### config.mk
export PLATFORM = sky130hd
export DESIGN_NAME = aud_clk_gen
export DESIGN_NICKNAME = d
export VERILOG_FILES = /design/src/rtl/aud_clk_pkg.sv /design/src/rtl/aud_clk_cfg.sv /design/src/rtl/aud_clk_cnt.sv /design/src/rtl/aud_clk_sel.sv /design/src/rtl/aud_clk_gen.sv
export SDC_FILE = /design/constraint.sdc
export NUM_CORES = 1
export LEC_CHECK = 0
export ABC_AREA = 1
export CAP_MARGIN = 20
export CORE_AREA = 2 2 40 42
export DETAILED_ROUTE_END_ITERATION = 6
export DIE_AREA = 0 0 42 44
export PLACE_DENSITY = 0.81
export SYNTH_ARGS = -nofsm -noshare
export SYNTH_HDL_FRONTEND = slang
export SYNTH_SLANG_ARGS = --single-unit
### constraint.sdc
create_clock -name clk_i -period 3.1 [get_ports clk_i]
set_input_delay 0.93 -clock clk_i [delete_from_list [all_inputs] [get_ports clk_i]]
set_output_delay 0.93 -clock clk_i [all_outputs]
set_load 0.01 [all_outputs]
### src/rtl/aud_clk_pkg.sv
package aud_clk_pkg;

  typedef enum logic [1:0] {
    SPD_SINGLE = 2'b00,
    SPD_DOUBLE = 2'b01,
    SPD_QUAD   = 2'b10,
    SPD_RSVD   = 2'b11
  } speed_e;

  typedef struct packed {
    logic   master;
    logic   mdiv;
    speed_e speed;
  } cfg_t;

  localparam cfg_t CFG_RST = '{master: 1'b0, mdiv: 1'b0, speed: SPD_SINGLE};

  function automatic logic cfg_bad(cfg_t c);
    return (c.speed == SPD_RSVD) || (!c.master && c.mdiv);
  endfunction

  function automatic logic cfg_bypass(cfg_t c);
    return c.master && !cfg_bad(c) && (c.speed == SPD_QUAD) && !c.mdiv;
  endfunction

endpackage

### src/rtl/aud_clk_cfg.sv
module aud_clk_cfg
  import aud_clk_pkg::*;
(
  input  logic clk_i,
  input  logic rst_ni,
  input  cfg_t cfg_i,
  output cfg_t cfg_o,
  output logic restart_o,
  output logic run_o,
  output logic err_o,
  output logic byp_o
);

  cfg_t cfg_q;
  logic byp_q;

  always_ff @(posedge clk_i or negedge rst_ni) begin
    if (!rst_ni) begin
      cfg_q <= CFG_RST;
      byp_q <= 1'b0;
    end else begin
      cfg_q <= cfg_i;
      // updates while the inverted clock is low: no glitch on the gated output
      byp_q <= cfg_bypass(cfg_i);
    end
  end

  assign restart_o = (cfg_i != cfg_q);
  assign err_o     = cfg_bad(cfg_q);
  assign run_o     = cfg_q.master && !err_o;
  assign byp_o     = byp_q;
  assign cfg_o     = cfg_q;

endmodule

### src/rtl/aud_clk_cnt.sv
module aud_clk_cnt #(
  parameter int unsigned CNT_W = 8
) (
  input  logic             clk_i,
  input  logic             rst_ni,
  input  logic             run_i,
  input  logic             restart_i,
  input  logic             mdiv_i,
  output logic [CNT_W-1:0] cnt_o,
  output logic             ph_o
);

  logic [CNT_W-1:0] cnt_q;
  logic             ph_q;
  logic             step;

  // predivide as a step enable: one step per two master cycles
  assign step = !mdiv_i || ph_q;

  always_ff @(posedge clk_i or negedge rst_ni) begin
    if (!rst_ni) begin
      cnt_q <= '0;
      ph_q  <= 1'b0;
    end else if (restart_i || !run_i) begin
      cnt_q <= '0;
      ph_q  <= 1'b0;
    end else begin
      ph_q <= mdiv_i ? !ph_q : 1'b0;
      if (step) cnt_q <= cnt_q + 1'b1;
    end
  end

  assign cnt_o = cnt_q;
  assign ph_o  = ph_q;

endmodule

### src/rtl/aud_clk_sel.sv
module aud_clk_sel
  import aud_clk_pkg::*;
#(
  parameter int unsigned CNT_W  = 8,
  parameter int unsigned BCLK_W = 6
) (
  input  logic             clk_i,
  input  cfg_t             cfg_i,
  input  logic             byp_i,
  input  logic [CNT_W-1:0] cnt_i,
  input  logic             ph_i,
  output logic             sclk_o,
  output logic             lrck_o
);

  localparam int NSPD = 4;

  logic [NSPD-1:0] lr_tap;
  logic [NSPD-1:0] bc_tap;
  logic            bc_reg;

  for (genvar s = 0; s < NSPD - 1; s++) begin : g_tap
    assign lr_tap[s] = cnt_i[CNT_W-1-s];
    if (int'(CNT_W) - int'(BCLK_W) - 1 - s >= 0) begin : g_cnt
      assign bc_tap[s] = cnt_i[CNT_W-BCLK_W-1-s];
    end else begin : g_ph
      assign bc_tap[s] = ph_i;
    end
  end
  assign lr_tap[NSPD-1] = 1'b0;
  assign bc_tap[NSPD-1] = 1'b0;

  assign bc_reg = (cfg_i.speed == SPD_QUAD && !cfg_i.mdiv) ? 1'b0 : bc_tap[cfg_i.speed];
  assign sclk_o = bc_reg | (~clk_i & byp_i);
  assign lrck_o = lr_tap[cfg_i.speed];

endmodule

### src/rtl/aud_clk_gen.sv
module aud_clk_gen
  import aud_clk_pkg::*;
#(
  parameter int unsigned FRAME_DIV  = 256,
  parameter int unsigned BCLK_FRAME = 64
) (
  input  logic       clk_i,
  input  logic       rst_ni,
  input  logic       mdiv_i,
  input  logic [1:0] speed_i,
  input  logic       master_i,
  output logic       sclk_o,
  output logic       lrck_o,
  output logic       out_en_o,
  output logic       mode_err_o
);

  localparam int unsigned CNT_W  = $clog2(FRAME_DIV);
  localparam int unsigned BCLK_W = $clog2(BCLK_FRAME);

  cfg_t             cfg_d, cfg_q;
  logic             restart, run, byp, ph;
  logic [CNT_W-1:0] cnt;

  assign cfg_d = '{master: master_i, mdiv: mdiv_i, speed: speed_e'(speed_i)};

  aud_clk_cfg u_cfg (
    .clk_i     (clk_i),
    .rst_ni    (rst_ni),
    .cfg_i     (cfg_d),
    .cfg_o     (cfg_q),
    .restart_o (restart),
    .run_o     (run),
    .err_o     (mode_err_o),
    .byp_o     (byp)
  );

  aud_clk_cnt #(.CNT_W(CNT_W)) u_cnt (
    .clk_i     (clk_i),
    .rst_ni    (rst_ni),
    .run_i     (run),
    .restart_i (restart),
    .mdiv_i    (cfg_q.mdiv),
    .cnt_o     (cnt),
    .ph_o      (ph)
  );

  aud_clk_sel #(.CNT_W(CNT_W), .BCLK_W(BCLK_W)) u_sel (
    .clk_i  (clk_i),
    .cfg_i  (cfg_q),
    .byp_i  (byp),
    .cnt_i  (cnt),
    .ph_i   (ph),
    .sclk_o (sclk_o),
    .lrck_o (lrck_o)
  );

  assign out_en_o = cfg_q.master;

endmodule

Word level (Yosys, flattened, before mapping)
Cells that the tools add are included.
- $add $sub $neg: 1
- $lt $le $gt $ge: 1
- equality and inequality tests: 5
- mux-type cells: 9
- bitwise gates (word level): 3
- reductions and logical operators: 20
- operator list (kind ; number):
    8-bit 2-to-1 mux ; 2
    8-bit by 1-bit adder with 8-bit output, second input constant ; 1
    2-bit equality test, second input constant ; 4
    1-bit logical NOT ; 8
    1-bit logical AND ; 7
    1-bit 2-to-1 mux ; 5
    1-bit binary-select mux with 2-bit select ; 2
    1-bit logical OR ; 4
    4-bit != test ; 1
    2-bit by 3-bit less-than comparator with 1-bit output, second input constant ; 1
    2-bit nonzero test ; 1
    1-bit bitwise AND ; 1
    1-bit NOT ; 1
    1-bit OR ; 1
- bits in registers: 14

Depth between registers and ports, before layout
- depth in word-level cells: 8
- depth in mapped cells: 8
- gate-level depth less buffers: 8

Modules after synthesis
A second synthesis with hierarchy kept.
- cell total of the unflattened synthesis: 107
- area total of the unflattened synthesis: 767.0 um^2
- by module, submodules not included (module ; instances ; cells each ; area each (um^2)):
    aud_clk_cnt ; 1 ; 57 ; 457.9
    aud_clk_cfg ; 1 ; 32 ; 231.5
    aud_clk_sel ; 1 ; 18 ; 77.6

==> impl_metrics.toml <==
[sta]
worst_slew_pin_slew_ns = 0.629
finalMaxSlewViolations = 0
finalClockSkew_ns = 0.000659
rsz0062_at_grt = "no"
whs_ns = 0.552
finalSetupViolations = 0
finalHoldViolCount = 0
slew_headroom_pct = 58.0

[min_path]
whs_endpoint = "u_cnt.cnt_o[6]"
hold_path_class = "reg -> reg"
min-delay-start = "u_cnt.cnt_o[6]"
whs_path_depth = 2

[grt]
top_usage_layer = "met2"
grt_max_degree = 15
overflow = 0
use_met1_pct = 18.9
track_usage_pct = 18.8
grt_pass1_wl_mm = 2.46
grt_pass1_vias = 627
antenna_found_initial = 0
grt_util_met2_pct = 30.9
grtUsageMet3_pct = 7.92

[synthesis]
synthSimpleGateAreaFrac_pct = 34.5
synth_cell_types = 12
synth_top_family_by_area = "simple AND/OR/NAND/NOR gates"
synth_common_cells = "nand2_1, inv_1, nor2_1"
yosys.area_share.xor_xnor_pct = 0
netlist_top_cells_area = "dfrtp_1, nand2_1, inv_1, nor2_1, nand3_1"
ys_seq_area_share_pct = 47.8
ys_ff_latch = 14
yosysTopAreaCell = "dfrtp_1"
synth_ff_type = "dfrtp_1"
syn_nets = 111
synth-compound-area-share_pct = 6.83
synthCells = 104
syn_avg_cell_area_um2 = 7.05
synth_top_area_share_pct = 47.8
synth.area.mux_share_pct = 0
ys_warn_count = 0
synth_edf_count = 0
synth_area_um2 = 733
async_flop_share_pct = 100
yosys.area_share.adder_pct = 1.71
synth_most_common_cell = "nand2_1"

[power_and_ir_drop]
p_sw_share_pct = 23.5
ir_drop_mv = 0.335
seqPwrFrac_pct = 45.9
p_sw_uw = 97.1
p_per_area_nw_per_um2 = 461
power_uw = 413
p_leak_uw = 0.000440
p_int_uw = 316
clockPowerShare_pct = 45.9
p_comb_share_pct = 8.2

[worst_setup_path]
reg2reg_depth = 7
worstSetupPathType = "clk -> out"
path_max_fanout = 2
reg2reg_to = "u_cnt.cnt_o[7]"
cp-start-kind = "clock port"
critPathCaptureType = "output pin"
crit_required_ns = 2.17
arrival_ns = 2.10
crit_path_start = "clk_i"
r2r-start = "u_cfg.cfg_o[2]"
rrSetupSlack_ns = 1.77

[place]
port_buffers = 9
postPlaceCellArea_um2 = 843
routabilityCongestion = 0.800
dp_hpwl_mm = 1.06
placedCellCount = 129

[routing]
drc_errors = 0
drtIter0Drc = 29
vias_per_cell = 5.13
first_pass_iters = 7
ant_nets = 0
routedWlPerCell_um = 10.9
wl_mm = 1.48
num_vias = 697

[clock_tree]
cts_tree = "built"
clock_latency_ns = 0.38
cts-hold-fix-buffers = 0
clk_pin_slew_ns = 0.08
cts_setup_buffers = 0

[cells_and_area]
syn2layout_area_growth_pct = 22.4
filler_cell_count = 118
final_area_um2 = 897
fin_cells = 136
n_antenna_cell = 0
drive_above_1_share_pct = 9.17
final_nets = 128

[flow_run]
cap_violations = 0

[floorplan]
die_w_um = 42
initial_core_util_pct = 51.7
die_y_um = 44
coreArea_um2 = 1420
rows = 14
die-area_um2 = 1850
io_pins = 10

[outcome]
status = "complete, no violations"
-- layer usage --
| metal | vias to the layer above | part of all wire [%] |
|---|---|---|
| li1 | 354 | - |
| met1 | 311 | 43 |
| met2 | 30 | 49 |
| met3 | 2 | 6.9 |
| met4 | 0 | 1.0 |
| met5 | - | 0 |
-- logic make-up (layout without fill, tap and decap cells) --
| kind of cell | after synthesis | in the layout |
|---|---|---|
| AND/OR/NAND/NOR | 61 | 61 |
| buffers and inverters | 18 | 34 |
| flip-flops | 14 | 14 |
| AO/OA/AOI/OAI | 10 | 10 |
| adder cells (fa/ha/maj) | 1 | 1 |
-- cell type report --
cell class | count | area, µm² | area share [%]
flip-flops and latches | 14 | 350 | 39.1
multi-input cells | 72 | 315 | 35.1
clock buffers | 8 | 63.8 | 7.11
well taps | 16 | 20.0 | 2.23
repair buffers | 8 | 80.1 | 8.93
inverters | 18 | 67.6 | 7.53
-- worst max-delay path by stage --
| stage | to | depth (start not counted) | slack (ns) |
|---|---|---|---|
| 2_1_floorplan | sclk_o | 1 | 0.35 |
| 3_3_place_gp | sclk_o | 2 | -0.04 |
| 3_5_place_dp | sclk_o | 2 | -0.04 |
| 4_1_cts | sclk_o | 4 | 0.06 |
| 5_1_grt | sclk_o | 4 | 0.05 |
| 6_report | sclk_o | 4 | 0.07 |
-- power by group through the flow --
stage / combinational (µW) / sequential, µW / clock (µW)
2_1_floorplan: 15.0 / 193 / 1.40
3_3_place_gp: 32.9 / 193 / 4.03
3_5_place_dp: 33.4 / 193 / 4.03
4_1_cts: 33.9 / 189 / 194
5_1_grt: 38.2 / 190 / 203
6_report: 33.9 / 189 / 190
-- critical path, cell delays in order --
cell      delay (ns)
clkbuf_4        0.11
clkbuf_4        0.13
o21ai_0         0.15
buf_2           0.16
-- stage by stage --
stage          setup WS, ns  util, %  setup TNS [ns]
3_5_place_dp        -0.0387     59.4         -0.0387
5_1_grt              0.0454     63.2               0
6_report             0.0701     63.2               0
2_1_floorplan         0.348        -               0
3_3_place_gp        -0.0387     59.4         -0.0387
4_1_cts              0.0600     63.2               0
-- flip-flops by register name, indices dropped and copies added (netlist names) --
name and flops:
u_cfg.byp_o 1, u_cnt.ph_o 1, u_cnt.cnt_o 8, u_cfg.cfg_o 4
-- cell usage in the layout (no fill, tap or decap) --
| cell | netlist | routed |
|---|---|---|
| nor2_2 | 1 | 1 |
| or2_2 | 2 | 2 |
| a21oi_1 | 4 | 4 |
| inv_1 | 18 | 18 |
| nand3_1 | 6 | 6 |
| clkbuf_8 | 0 | 1 |
| ha_1 | 1 | 1 |
| dfrtp_1 | 14 | 14 |
| nor3_1 | 1 | 1 |
| o21ai_0 | 6 | 6 |
| clkbuf_4 | 0 | 6 |
| nand4_1 | 3 | 3 |
| nand2_1 | 31 | 31 |
| buf_2 | 0 | 1 |
| nor2_1 | 17 | 17 |
| clkdlybuf4s50_1 | 0 | 8 |
-- what timing repair did --
| action | CTS | global route |
|---|---|---|
| endpoints found under the setup margin | 1 | 0 |
| gates resized for setup | 4 | 0 |
| hold endpoints to repair | 0 | 0 |
Note: power is estimated with default switching activity, not from simulation.
